`config.mk`:
```
export PLATFORM = sky130hd
export DESIGN_NAME = zbs_level_tracker
export DESIGN_NICKNAME = d
export VERILOG_FILES = /design/src/rtl/zbs_pkg.sv /design/src/rtl/zbs_tap_fsm.sv /design/src/rtl/zbs_detect.sv /design/src/rtl/zbs_level_ctr.sv /design/src/rtl/zbs_level_tracker.sv
export SDC_FILE = /design/constraint.sdc
export NUM_CORES = 1
export LEC_CHECK = 0
export BUFFER_PORTS_ARGS = -buffer_cell sky130_fd_sc_hd__buf_2
export CAP_MARGIN = 20
export CORE_AREA = 8 8 45 47
export DETAILED_ROUTE_END_ITERATION = 8
export DIE_AREA = 0 0 53 55
export GPL_TIMING_DRIVEN = 0
export PLACE_DENSITY = 0.72
export SLEW_MARGIN = 10
export SYNTH_ARGS = -nofsm -noshare
export SYNTH_HDL_FRONTEND = slang
export SYNTH_SLANG_ARGS = --single-unit
```
`constraint.sdc`:
```
create_clock -name tck -period 3.5 [get_ports tck]
set_input_delay 0.7 -clock tck [delete_from_list [all_inputs] [get_ports tck]]
set_output_delay 0.7 -clock tck [all_outputs]
set_load 0.02 [all_outputs]
```
`src/rtl/zbs_pkg.sv`:
```
package zbs_pkg;
  typedef enum logic [3:0] {
    ST_TLR  = 4'd0,  ST_RTI  = 4'd1,  ST_SDR  = 4'd2,  ST_CDR  = 4'd3,
    ST_SHD  = 4'd4,  ST_E1D  = 4'd5,  ST_PDR  = 4'd6,  ST_E2D  = 4'd7,
    ST_UDR  = 4'd8,  ST_SIR  = 4'd9,  ST_CIR  = 4'd10, ST_SHI  = 4'd11,
    ST_E1I  = 4'd12, ST_PIR  = 4'd13, ST_E2I  = 4'd14, ST_UIR  = 4'd15
  } tap_st_e;
endpackage

```
`src/rtl/zbs_tap_fsm.sv`:
```
module zbs_tap_fsm
  import zbs_pkg::*;
(
  input  logic    clk,
  input  logic    rst,
  input  logic    tms,
  output tap_st_e st,
  output tap_st_e nxt
);
  always_comb begin
    case (st)
      ST_TLR:  nxt = tms ? ST_TLR : ST_RTI;
      ST_RTI:  nxt = tms ? ST_SDR : ST_RTI;
      ST_SDR:  nxt = tms ? ST_SIR : ST_CDR;
      ST_CDR:  nxt = tms ? ST_E1D : ST_SHD;
      ST_SHD:  nxt = tms ? ST_E1D : ST_SHD;
      ST_E1D:  nxt = tms ? ST_UDR : ST_PDR;
      ST_PDR:  nxt = tms ? ST_E2D : ST_PDR;
      ST_E2D:  nxt = tms ? ST_UDR : ST_SHD;
      ST_UDR:  nxt = tms ? ST_SDR : ST_RTI;
      ST_SIR:  nxt = tms ? ST_TLR : ST_CIR;
      ST_CIR:  nxt = tms ? ST_E1I : ST_SHI;
      ST_SHI:  nxt = tms ? ST_E1I : ST_SHI;
      ST_E1I:  nxt = tms ? ST_UIR : ST_PIR;
      ST_PIR:  nxt = tms ? ST_E2I : ST_PIR;
      ST_E2I:  nxt = tms ? ST_UIR : ST_SHI;
      default: nxt = tms ? ST_SDR : ST_RTI;
    endcase
  end

  always_ff @(posedge clk) begin
    if (rst) st <= ST_TLR;
    else     st <= nxt;
  end
endmodule

```
`src/rtl/zbs_detect.sv`:
```
module zbs_detect
  import zbs_pkg::*;
(
  input  logic    clk,
  input  logic    rst,
  input  tap_st_e st,
  input  tap_st_e nxt,
  output logic    zbs_hit,
  output logic    shift_enter,
  output logic    clr
);
  // set while Exit1-DR was entered straight from Capture-DR
  logic from_cap;

  always_ff @(posedge clk) begin
    if (rst) from_cap <= 1'b0;
    else     from_cap <= (st == ST_CDR) && (nxt == ST_E1D);
  end

  assign zbs_hit     = from_cap && (st == ST_E1D) && (nxt == ST_UDR);
  assign shift_enter = (nxt == ST_SHD);
  assign clr         = (nxt == ST_TLR) || (nxt == ST_UIR);
endmodule

```
`src/rtl/zbs_level_ctr.sv`:
```
module zbs_level_ctr #(
  parameter int LVL_W = 3
) (
  input  logic             clk,
  input  logic             rst,
  input  logic             clr,
  input  logic             lock_set,
  input  logic             inc_req,
  input  logic             byp_sel,
  output logic [LVL_W-1:0] level,
  output logic             locked
);
  localparam logic [LVL_W-1:0] LVL_MAX = {LVL_W{1'b1}};

  logic bump;
  assign bump = inc_req && byp_sel && !locked && (level != LVL_MAX);

  always_ff @(posedge clk) begin
    if (rst || clr) begin
      level  <= '0;
      locked <= 1'b0;
    end else begin
      if (lock_set) locked <= 1'b1;
      if (bump)     level  <= level + 1'b1;
    end
  end
endmodule

```
`src/rtl/zbs_level_tracker.sv`:
```
module zbs_level_tracker
  import zbs_pkg::*;
#(
  parameter int LVL_W = 3
) (
  input  logic             tck,
  input  logic             rst,
  input  logic             tms,
  input  logic             byp_sel,
  output logic [LVL_W-1:0] level,
  output logic             locked,
  output logic [3:0]       tap_state
);
  tap_st_e st, nxt;
  logic    zbs_hit, shift_enter, clr;

  zbs_tap_fsm u_fsm (
    .clk (tck), .rst (rst), .tms (tms), .st (st), .nxt (nxt)
  );

  zbs_detect u_det (
    .clk (tck), .rst (rst), .st (st), .nxt (nxt),
    .zbs_hit (zbs_hit), .shift_enter (shift_enter), .clr (clr)
  );

  zbs_level_ctr #(.LVL_W(LVL_W)) u_ctr (
    .clk (tck), .rst (rst), .clr (clr), .lock_set (shift_enter),
    .inc_req (zbs_hit), .byp_sel (byp_sel), .level (level), .locked (locked)
  );

  assign tap_state = st;
endmodule

```
After elaboration in Yosys (flattened, before gate mapping):

Cells that the tools add are included.

* bits in registers: 9
* logic and storage cells: 48

* add/sub/neg operators: 1
* equality and inequality tests: 17
* multiplexer cells: 13
* reduce and logical (&&, ||, !) cells: 13

Operators by type and width (count)
* $pmux 4 s11: 1
* $eq 4x4->1 const B: 8
* $eq 4x3->1 const B: 6
* $mux 4: 4
* $eq 4x2->1 const B: 2
* $logic_not 4->1: 2
* $logic_and 1x1->1: 6
* $mux 2: 3
* $mux 3: 2
* $reduce_or 2->1: 2
* $add 3x1->3 const B: 1
* $mux 1: 3
* $ne 3x3->1 const B: 1
* $logic_or 1x1->1: 2
* $logic_not 1->1: 1

Depth between registers and ports, before layout:

* depth in word-level cells: 8
* gate-level depth with buffers: 6

By module:

Synthesis repeated with hierarchy kept, for this count alone.

* cells, all modules: 74
* area total of the unflattened synthesis: 700.7 um^2

By module, submodules not included
* zbs_tap_fsm: times used 1, cells an instance 44, area an instance 375.4 um^2
* zbs_level_ctr: times used 1, cells an instance 18, area an instance 217.7 um^2
* zbs_detect: times used 1, cells an instance 12, area an instance 107.6 um^2

Worst setup path after synthesis:

No wires, ideal clock.

* path type: flip-flop to flip-flop
* start point: register u_ctr.level[0]
* end point: register u_ctr.level[1]
* setup time: 0.072 ns
* arrival time: 1.791 ns
* required time: 3.428 ns
* setup slack: 1.637 ns
* cell stages (with the launch flop): 7
* buffers on the path: 0
* cells stage by stage: dfxtp_1 > ha_1 > ha_1 > nand4bb_1 > or4_4 > a31oi_4 > mux2i_1

* longest elaborated chain between the ends: 2

RTL lines
* from (decl): RTL line zbs_level_ctr.sv:10 `output logic [LVL_W-1:0] level,`
* from (signal assigned): RTL line zbs_level_ctr.sv:24 `if (bump) level <= level + 1'b1;`
* parallel branches: the longest is 2 deep, another holds $add 3x1->3

Several ways; the timed one is not identified.
A chain may end at the register's enable or synchronous reset.

Final worst setup path:

* start point: register u_ctr.level[0]
* end point: register u_ctr.level[0]

Same word-level chain as after synthesis.

==> results.toml <==
[logic_synthesis]
synth_area_sq_um = 579
ys_types = 32
avgSynthCellArea_sq_um = 8.28
synth.top_cell.area_share = 0.311
synth_top_cell_by_area = "dfxtp_1"
synthTopCellsByArea = "dfxtp_1 31%, mux2i_1 5.2%, nand3_1 5.2%"
yosys_warnings = 0
ys_seq_area_frac = 0.311
synthCells = 70
ys_ff_latch = 9
syn-num-nets = 76

[sta]
worst_slack_ns = 1.57
fin_worst_skew_ns = 0.00150
relSlewSlack = 0.635
fin_crit_sh = 0.550
rsz0062_at_grt = "false"
fin_crit_ns = 1.93
hold_viol_final = 0
fmax_mhz = 519
tns_ns = 0
setup_viol = 0
tightest_slew_ns = 0.540
drv_slew = 0

[grt]
antenna_found_initial = 0
grt_max_degree = 11
grt_pass1_vias = 542
grt_overflow = 0
grtUsageTotal = 0.106
grt_pass1_wl_microns = 2330

[power]
peakVddDrop_uv = 161
p_switching_uw = 83.2
powerDensity_mw_per_mm2 = 375
pwr-share-comb = 0.229
seqPwrFrac = 0.434
power_frac_clock = 0.337
switching_share = 0.326
p_leak_uw = 0.000277
internal_power_uw = 172

[cells_and_area]
drive_above_1_share = 0.247
syn_to_final_growth_pct = 17.5
register_area_sq_um = 180
fin_nets = 92
antenna_cells = 0
multi_input_area_sq_um = 365
final_cell_mix = "14 x buf_2, 9 x dfxtp_1, 6 x nand3_1"
fill_cells = 149
final_common_cell = "buf_2"

[cts]
cts_resized = 0
clk_latency_ns = 0.27
cts-buffers-inserted = 3
h-tree-depth = 1
ctsRootBufferMaster = "clkbuf_4"
cts_tree = "done"
cts_hold_buf = 0
clk_pin_slew_ns = 0.07
cts.sinks = 9
clock_path_buffers = 2
post_cts_buffers = 0

[detailed_routing]
antenna_left = 0
firstDrtPassIters = 4
via_per_inst = 5.58
wl_microns = 1380
vias = 564
wl_per_cell_microns = 13.6
drtIter0Drc = 18
drc = 0

[floorplan]
io_pins = 12
core_region_area_sq_mm = 0.00138
start_util = 0.419
die_w_microns = 53
die-area_sq_mm = 0.00292
rows = 14
die_h_microns = 55

[min_path]
hold_path.startpoint = "u_ctr.level[2]"
min_path_type = "reg -> reg"

[setup_path]
endpoint_kind = "flop"
required_ns = 3.70
arrival_ns = 2.12
crit_start = "u_ctr.level[0]"
cp_max_fo = 4
start_kind = "flop"
r2r-start = "u_ctr.level[0]"
critPathKind = "reg -> reg"

[placement]
dp_hpwl_microns = 1050
port_buffers = 11
dp_slack_ns = 1.56
finalWeightedCongestion = 0.862

[run_status]
status = "finished, final reports clean"

[job]
drv_cap = 0
## final cells by class
class | count | share of cell area
tap | 16 | 0.0294
timing repair buffer | 11 | 0.0809
inverter | 2 | 0.0110
sequential | 9 | 0.265
buffer | 5 | 0.0386
clock buffer | 4 | 0.0386
multi-input combinational | 54 | 0.537
## stage by stage
stage               instances  utilization  instance area [sq um]  hold WS, ns  power (uW)
global placement           97        0.473                    654        0.468         170
floorplan                  70            -                    579        0.562         155
detailed placement         97        0.473                    654        0.501         171
global route              101        0.492                    681        0.541         270
finish                    101        0.492                    681        0.506         255
CTS                       101        0.492                    681        0.510         257
## critical path, stage by stage, from the launching register on
cell	delay, ns
dfxtp_1	0.34
ha_1	0.21
ha_1	0.17
nand4bb_1	0.19
or4_4	0.50
a31oi_4	0.22
mux2i_1	0.22
## registers in the layout (all words and copies together) (netlist names)
register,count
u_ctr.level,3
u_ctr.locked,1
u_det.from_cap,1
u_fsm.st,4
## logic make-up after synthesis
logic type | after synthesis | synth area share
xor+xnor | 1 | 0.0151
fa+ha+maj | 2 | 0.0432
buf+inv | 7 | 0.0583
flops | 9 | 0.311
simple gates | 32 | 0.322
compound gates | 16 | 0.199
mux | 3 | 0.0518
## worst paths after layout
kind	end	slack, ns	cells after the start
min reg2reg	u_ctr.level[2]	0.51	2
min	u_ctr.level[2]	0.51	2
max	u_ctr.level[0]	1.57	6
max reg2reg	u_ctr.level[0]	1.57	6
## routing by layer
metal / share of wire / vias up / global-route usage
met5: 0 / - / 0
met4: 0.015 / 0 / 0.0603
met3: 0.067 / 2 / 0.0374
met2: 0.45 / 16 / 0.164
met1: 0.46 / 257 / 0.124
li1: - / 289 / -
## cell usage after synthesis
cell	instances
xnor2_1	1
buf_4	1
nand4_1	1
nand3b_1	1
nor2b_1	2
nand4bb_1	1
dfxtp_1	9
o211ai_1	1
or2b_1	1
or4_4	1
o21ai_0	5
nand3_1	6
a2111oi_0	1
ha_1	2
a31oi_4	1
clkbuf_1	1
nand2b_1	3
a21oi_1	4
a41oi_1	1
nor3_1	2
nor2_1	5
or3b_1	1
and2_4	1
o311ai_0	1
buf_2	3
and4_1	1
mux2i_1	3
o2bb2ai_1	1
inv_1	2
nand2_1	5
a31oi_1	1
nor3b_1	1
## power by group through the flow
stage               Clock, uW  Sequential, uW  Combinational (uW)
finish                   86.1             111                58.3
global route             94.2             111                64.7
CTS                      88.0             111                57.8
detailed placement          0             113                57.6
global placement            0             113                56.7
floorplan                   0             118                37.4
(Power assumes the default switching activity.)
